--- config.mk ---
export PLATFORM = sky130hd
export DESIGN_NAME = burst4_sram
export DESIGN_NICKNAME = d
export VERILOG_FILES = /design/src/rtl/burst4_pkg.sv /design/src/rtl/b4_cmd_pipe.sv /design/src/rtl/b4_burst_array.sv /design/src/rtl/b4_read_bus.sv /design/src/rtl/burst4_sram.sv
export SDC_FILE = /design/constraint.sdc
export NUM_CORES = 1
export LEC_CHECK = 0
export BUFFER_PORTS_ARGS = -buffer_cell sky130_fd_sc_hd__buf_2
export CORE_AREA = 10 10 202 204
export DETAILED_ROUTE_END_ITERATION = 10
export DIE_AREA = 0 0 212 214
export MAX_ROUTING_LAYER = met4
export PLACE_DENSITY = 0.76
export SYNTH_ARGS = -nofsm -noshare
export SYNTH_HDL_FRONTEND = slang
export SYNTH_SLANG_ARGS = --single-unit
--- constraint.sdc ---
create_clock -name clk -period 5.6 [get_ports clk]
set_clock_uncertainty 0.2 [all_clocks]
set_input_delay 1.12 -clock clk [delete_from_list [all_inputs] [get_ports clk]]
set_output_delay 1.12 -clock clk [all_outputs]
set_load 0.05 [all_outputs]
--- src/rtl/burst4_pkg.sv ---
package burst4_pkg;

    typedef enum logic [1:0] {
        OP_NOP = 2'd0,
        OP_RD  = 2'd1,
        OP_WR  = 2'd2
    } op_e;

    localparam int BURST       = 4;
    localparam int PER_CYCLE   = 2;
    localparam int HALVES      = BURST / PER_CYCLE;
    localparam int PIPE_STAGES = 4;

    // Read wins over write; a kind just accepted is refused for one cycle.
    function automatic op_e pick_op(input logic r_n, input logic w_n, input op_e last);
        if (!r_n && last != OP_RD) return OP_RD;
        if (!w_n && last != OP_WR) return OP_WR;
        return OP_NOP;
    endfunction

endpackage

--- src/rtl/b4_cmd_pipe.sv ---
module b4_cmd_pipe
    import burst4_pkg::*;
#(
    parameter int ADDR_W = 4
) (
    input  logic              clk,
    input  logic              rst,
    input  logic              r_n,
    input  logic              w_n,
    input  logic [ADDR_W-1:0] addr,
    output op_e               now_op,
    output op_e               s1_op,
    output logic [ADDR_W-1:0] s1_addr,
    output op_e               s2_op,
    output logic [ADDR_W-1:0] s2_addr,
    output op_e               s3_op,
    output op_e               s4_op
);
    typedef struct packed {
        op_e               op;
        logic [ADDR_W-1:0] a;
    } stage_t;

    stage_t st [PIPE_STAGES];

    assign now_op = pick_op(r_n, w_n, st[0].op);

    always_ff @(posedge clk) begin
        if (rst) begin
            for (int i = 0; i < PIPE_STAGES; i++) st[i] <= '{op: OP_NOP, a: '0};
        end else begin
            st[0] <= '{op: now_op, a: addr};
            for (int i = 1; i < PIPE_STAGES; i++) st[i] <= st[i-1];
        end
    end

    assign s1_op   = st[0].op;
    assign s1_addr = st[0].a;
    assign s2_op   = st[1].op;
    assign s2_addr = st[1].a;
    assign s3_op   = st[2].op;
    assign s4_op   = st[3].op;

    // a low read strobe outside the refusal window becomes a read
    a_r1_read_taken: assert property (@(posedge clk) disable iff (rst)
        (!r_n && s1_op != OP_RD) |=> s1_op == OP_RD);

    // two reads never sit in adjacent stages
    a_r4_no_read_pair: assert property (@(posedge clk) disable iff (rst)
        !(s1_op == OP_RD && s2_op == OP_RD));

endmodule

--- src/rtl/b4_burst_array.sv ---
module b4_burst_array
    import burst4_pkg::*;
#(
    parameter int ADDR_W = 4,
    parameter int DATA_W = 8
) (
    input  logic                         clk,
    input  logic                         rst,
    input  logic [HALVES-1:0]            half_we,
    input  logic [HALVES-1:0][ADDR_W-1:0] half_addr,
    input  logic [DATA_W-1:0]            d_rise,
    input  logic [DATA_W-1:0]            d_fall,
    input  logic                         snap_en,
    input  logic [ADDR_W-1:0]            snap_addr,
    output logic [BURST-1:0][DATA_W-1:0] snap_q
);
    localparam int ROWS = 1 << ADDR_W;

    logic [BURST-1:0][DATA_W-1:0] mem [ROWS];

    // Each half of a burst lands when its beat pair arrives.
    always_ff @(posedge clk) begin
        for (int h = 0; h < HALVES; h++) begin
            if (half_we[h]) begin
                mem[half_addr[h]][PER_CYCLE*h]   <= d_rise;
                mem[half_addr[h]][PER_CYCLE*h+1] <= d_fall;
            end
        end
    end

    // Snapshot taken after older writes finish, before newer writes land.
    always_ff @(posedge clk) begin
        if (rst)          snap_q <= '0;
        else if (snap_en) snap_q <= mem[snap_addr];
    end

    // both halves never written at the same edge
    a_r5_halves_disjoint: assert property (@(posedge clk) disable iff (rst)
        !(half_we[0] && half_we[HALVES-1]));

endmodule

--- src/rtl/b4_read_bus.sv ---
module b4_read_bus
    import burst4_pkg::*;
#(
    parameter int DATA_W = 8
) (
    input  logic                         clk,
    input  logic                         rst,
    input  logic                         odt_en,
    input  logic                         head_rd,
    input  logic                         tail_rd,
    input  logic [BURST-1:0][DATA_W-1:0] burst,
    output logic [DATA_W-1:0]            q_rise,
    output logic [DATA_W-1:0]            q_fall,
    output logic                         q_oe
);
    always_ff @(posedge clk) begin
        if (rst) begin
            q_rise <= '0;
            q_fall <= '0;
            q_oe   <= 1'b0;
        end else if (head_rd) begin
            q_rise <= burst[0];
            q_fall <= burst[1];
            q_oe   <= 1'b1;
        end else if (tail_rd) begin
            q_rise <= burst[PER_CYCLE];
            q_fall <= burst[PER_CYCLE+1];
            q_oe   <= 1'b1;
        end else begin
            q_rise <= '0;
            q_fall <= '0;
            q_oe   <= odt_en;
        end
    end

    // a released bus carries zero data
    a_r6_idle_zero: assert property (@(posedge clk) disable iff (rst)
        !q_oe |-> (q_rise == '0 && q_fall == '0));

    // with termination on, the bus is always driven
    a_r6_odt_driven: assert property (@(posedge clk) disable iff (rst)
        odt_en |=> q_oe);

    // a burst head is followed by its tail without an idle gap
    a_r7_tail_follows: assert property (@(posedge clk) disable iff (rst)
        head_rd |=> q_oe ##1 q_oe);

endmodule

--- src/rtl/burst4_sram.sv ---
module burst4_sram
    import burst4_pkg::*;
#(
    parameter int ADDR_W = 4,
    parameter int DATA_W = 8
) (
    input  logic              clk,
    input  logic              rst,
    input  logic [ADDR_W-1:0] cmd_addr,
    input  logic              rd_n,
    input  logic              wr_n,
    input  logic [DATA_W-1:0] d_rise,
    input  logic [DATA_W-1:0] d_fall,
    input  logic              odt_en,
    output logic [DATA_W-1:0] q_rise,
    output logic [DATA_W-1:0] q_fall,
    output logic              q_oe
);
    op_e                          now_op, s1_op, s2_op, s3_op, s4_op;
    logic [ADDR_W-1:0]            s1_addr, s2_addr;
    logic [HALVES-1:0]            half_we;
    logic [HALVES-1:0][ADDR_W-1:0] half_addr;
    logic [BURST-1:0][DATA_W-1:0] snap_q;

    b4_cmd_pipe #(.ADDR_W(ADDR_W)) u_pipe (
        .clk(clk), .rst(rst), .r_n(rd_n), .w_n(wr_n), .addr(cmd_addr),
        .now_op(now_op), .s1_op(s1_op), .s1_addr(s1_addr),
        .s2_op(s2_op), .s2_addr(s2_addr), .s3_op(s3_op), .s4_op(s4_op)
    );

    assign half_we   = {s2_op == OP_WR, s1_op == OP_WR};
    assign half_addr = {s2_addr, s1_addr};

    b4_burst_array #(.ADDR_W(ADDR_W), .DATA_W(DATA_W)) u_array (
        .clk(clk), .rst(rst), .half_we(half_we), .half_addr(half_addr),
        .d_rise(d_rise), .d_fall(d_fall),
        .snap_en(s2_op == OP_RD), .snap_addr(s2_addr), .snap_q(snap_q)
    );

    b4_read_bus #(.DATA_W(DATA_W)) u_qbus (
        .clk(clk), .rst(rst), .odt_en(odt_en),
        .head_rd(s3_op == OP_RD), .tail_rd(s4_op == OP_RD), .burst(snap_q),
        .q_rise(q_rise), .q_fall(q_fall), .q_oe(q_oe)
    );

    // an accepted read drives the bus from the third edge after it
    a_r3_read_latency: assert property (@(posedge clk) disable iff (rst)
        (now_op == OP_RD) |=> ##3 q_oe);

endmodule

# Word-level counts from Yosys, hierarchy flattened
# Memories as Yosys holds them, arrays and structs flattened. A register that Yosys moved wholly into a read port is not among the register bits.
# Index checks and enable logic that the tools add are counted.
# classes
bitwise_logic,4
reduce_logical,4
eq_ne,7
muxes,24
# ops
op,n
$mux W8,4
$mux W6,4
$mux W1,12
$mux W2,4
$eq A2 B1 Y1 const B,3
$eq A2 B2 Y1 const B,2
$or A1 B1 Y1,4
$logic_and A1 B1 Y1,2
$logic_not A1 Y1,2
$ne A2 B1 Y1 const B,1
$ne A2 B2 Y1 const B,1
# totals
mem_count,2
elab_cells,44
register_bits,17
output_inout_bits,17
in_bits,25
mem_bits_rw,536
# mem_list
name,depth,width,read_ports,rd_ports_with_merged_regs,wr,line_no,text
u_array.mem,16,32,1,1,2,b4_burst_array.sv:19,logic [BURST-1:0][DATA_W-1:0] mem [ROWS];
u_pipe.st,4,6,4,0,4,b4_cmd_pipe.sv:24,stage_t st [PIPE_STAGES];

# Depth between registers and ports, before layout
# An unclocked memory read counts as a cell.
# logic_depth
word_depth,8
depth_mapped,7
mapped_depth_nobuf,4

# Modules after synthesis
# From an unflattened synthesis, not the netlist that was laid out.
# hier_totals
cells_unflattened,1357
area_unflattened_um2,22222.6
# by_module_without_submodules
mod,cells_each,area_each_um2,seq_area_each_um2,instances
b4_burst_array,1239,21072.7,16015.4,1
b4_read_bus,74,660.6,340.3,1
b4_cmd_pipe,39,455.4,320.3,1
burst4_sram,5,33.8,0.0,1

# Worst setup path after synthesis
# OpenSTA, ideal clock, no wires.
# synth_path
path_kind,reg-to-reg
startpoint,mem u_pipe.st[1][3] (netlist name)
endpoint,"mem u_array.mem[4][16] (netlist name), enable pin"
path_buffers,3
stages_incl_launch_ff,6
period_less_slack_ps,3021
required_ps,4991
arrival_ps,2411
path_slack_ps,2579
setup_time_ps,409
path_cell_list,dfxtp_1 -> buf_2 -> buf_2 -> buf_2 -> or3b_2 -> nor3_1
# synth_rtl
item,line_no
"start, declared",b4_cmd_pipe.sv:24
"end, declared",b4_burst_array.sv:19

==> reports/metrics.csv <==
metric,value,unit
status,finished clean,
Ys Warns,0,
Crit path arrival time,3.43,ns
via/cell ratio,6.40,
initial DRC count,1250,
Mapped Cells,1114,
Routability Congestion,0.886,
initial antenna violation count,0,
antenna cells,0,
design area,24300,um^2
"Clk pin slew, worst setup/hold paths",0.06,ns
Hold Buf Count CTS,0,
Rows,71,
Post CTS Setup Buffer Count,0,
max frequency,313,MHz
Pre-antenna DRT Iters,5,
biggest cell delay along the critical path,0.83,ns
slew of the pin with the lowest slew margin,1.23,ns
predominant post-synthesis flop cell,edfxtp_1,
Mapped Nets,1139,
worst hold-check path type,reg2reg,
Max Buffers Root-to-Sink,3,
syn avg cell area,19.5,um^2
Layout Nets,1208,
Rel. slew slack,0.180,
Worst-Skew Late Latency,0.58,ns
maximum VDD drop,0.219,mV
endpoints failing hold,0,
root buffer cell,clkbuf_16,
area of placed instances,22600,um^2
dpl hpwl,27900,um
CP required,5.83,ns
register share of total power,0.552,
"critical path, cell by cell",buf_4 -> and2_2 -> a22oi_1 -> a32oi_1 -> o21ai_0,
post-cts sizing count,0,
RSZ-0062 raised after global routing,no,
Die Y,214,um
CTS tree,done,
post-synth cell types,31,
Total GRT Usage,0.220,
Netlist Area Pre-Place,21800,um^2
Static Leak,7.69,nW
post-synthesis sequential area ratio,0.766,
Tmin final,3.20,ns
period utilization,0.571,
drt drc,0,
"CP delay by family, top",compound AO/OA/AOI/OAI gates,
Num CTS Buffers,52,
Congestion Overflow GR,0,
setup TNS,0,ns
die footprint,45400,um^2
cell-internal power,0.00685,W
critical setup path kind,reg2reg,
CP Capture Type,flip-flop,
first-pass GRT wire length,71300,um
H-tree depth,2,
P per Cell Area,353,nW/um^2
CP Buf/Inv Count,1,
# setup viols final,0,
DR vias,10865,
share of cells above drive strength 1,0.213,
starting density of the core,0.587,
vias in the first global route,10584,
Routed wire per std cell,28.6,um
"EDFF count, synth",512,
Slowest cell on crit path,and2_2,
fraction of registers with async set/reset,0,
Antenna Violating Nets Remaining,0,
Post-Route WL,48600,um
Yosys reg bits,577,
Critical Path Fanout Max,32,
# clock sinks,577,
# Max-Cap Violations,0,
PortBufs,41,
I/O pin count,42,
Final Max Tran Viols,0,
Net Switching,0.00173,W
Die Wd,212,um
Setup crit start kind,flip-flop,
Sw Share,0.201,
synthesis-to-finish area growth,11.6,%
CORE AREA,37000,um^2
largest net degree at the start of global routing,88,
Comb power frac,0.035,
Clock Power Share,0.413,
Fill cells,2390,
==> synthesized netlist by cell type, types with 5 or more instances <==
master,n,area share
nand2b_1,6,0.0017
a22oi_1,79,0.027
buf_2,26,0.0060
nand2_1,5,0.00086
nor2_1,49,0.0085
buf_6,5,0.0026
edfxtp_1,512,0.71
a32oi_1,12,0.0048
a221oi_2,18,0.012
buf_4,13,0.0045
mux2i_1,160,0.074
clkbuf_1,21,0.0036
nor3_1,10,0.0023
o21ai_0,13,0.0030
nor2b_1,17,0.0049
o21ai_1,18,0.0041
mux4_2,64,0.066
dfxtp_1,65,0.060
==> logic make-up after synthesis <==
group,count (synthesis),synth area share
buf+inv,70,0.0181
simple gates,97,0.0220
mux,224,0.140
flops,577,0.766
compound gates,146,0.0537
==> final cells by class <==
type | count | area [um^2] | area share
flip-flops and latches | 577 | 16700 | 0.687
multi-input cells | 467 | 4750 | 0.196
well taps | 474 | 593 | 0.0244
clock inverters | 20 | 204 | 0.00840
clock buffers | 74 | 1510 | 0.0620
inverters | 2 | 7.51 | 0.000309
repair buffers | 83 | 537 | 0.0221
==> worst paths after layout <==
check,from,endpoint,slack (ns),cells after the start
setup / recovery,u_pipe.st[1][0],u_array.snap_q[2],2.40,5
setup reg to reg,u_pipe.st[1][0],u_array.snap_q[2],2.40,5
hold reg to reg,u_pipe.st[2][5],u_pipe.st[3][5],0.26,1
hold / removal,u_pipe.st[2][5],u_pipe.st[3][5],0.26,1
==> per-layer routing <==
layer / share of wire / vias up / global-route usage
li1: - / 4664 / -
met1: 0.40 / 5534 / 0.304
met2: 0.48 / 584 / 0.330
met3: 0.097 / 83 / 0.0421
met4: 0.026 / 0 / 0.0599
met5: 0 / - / -
==> through the flow <==
stage	hold WS (ns)	total power, W	worst slack, ns	instances	utilization
global route	0.285	0.00880	2.36	1697	0.655
global placement	0.241	0.00512	2.58	1602	0.609
CTS	0.267	0.00862	2.50	1696	0.655
floorplan	0.230	0.00498	2.58	1114	-
finish	0.265	0.00858	2.40	1697	0.655
detailed placement	0.252	0.00513	2.50	1602	0.609
==> registers in the layout, indices dropped and copies added (netlist names) <==
signal / flops
u_array.mem: 512
u_array.snap_q: 32
u_pipe.st: 16
u_qbus.q_fall: 8
u_qbus.q_oe: 1
u_qbus.q_rise: 8
==> placed cells by master (no fill, tap or decap), types with 13 or more instances in the layout <==
cell type	synthesis	routed
edfxtp_1	512	512
mux2i_1	160	160
a22oi_1	79	79
mux4_2	64	64
dfxtp_1	65	62
clkbuf_16	0	54
nor2_1	49	48
buf_2	26	41
buf_4	13	40
a221oi_2	18	18
o21ai_1	18	18
nor2b_1	17	15
o21ai_0	13	13
==> power groups by stage <==
| stage | sequential, W | combinational [W] | clock (W) |
|---|---|---|---|
| 3_3_place_gp | 0.00482 | 0.000294 | 0 |
| 4_1_cts | 0.00473 | 0.000303 | 0.00358 |
| 6_report | 0.00473 | 0.000303 | 0.00354 |
| 5_1_grt | 0.00473 | 0.000322 | 0.00374 |
| 3_5_place_dp | 0.00483 | 0.000301 | 0 |
| 2_1_floorplan | 0.00481 | 0.000171 | 0 |
Power figures use the tool's default switching activity.
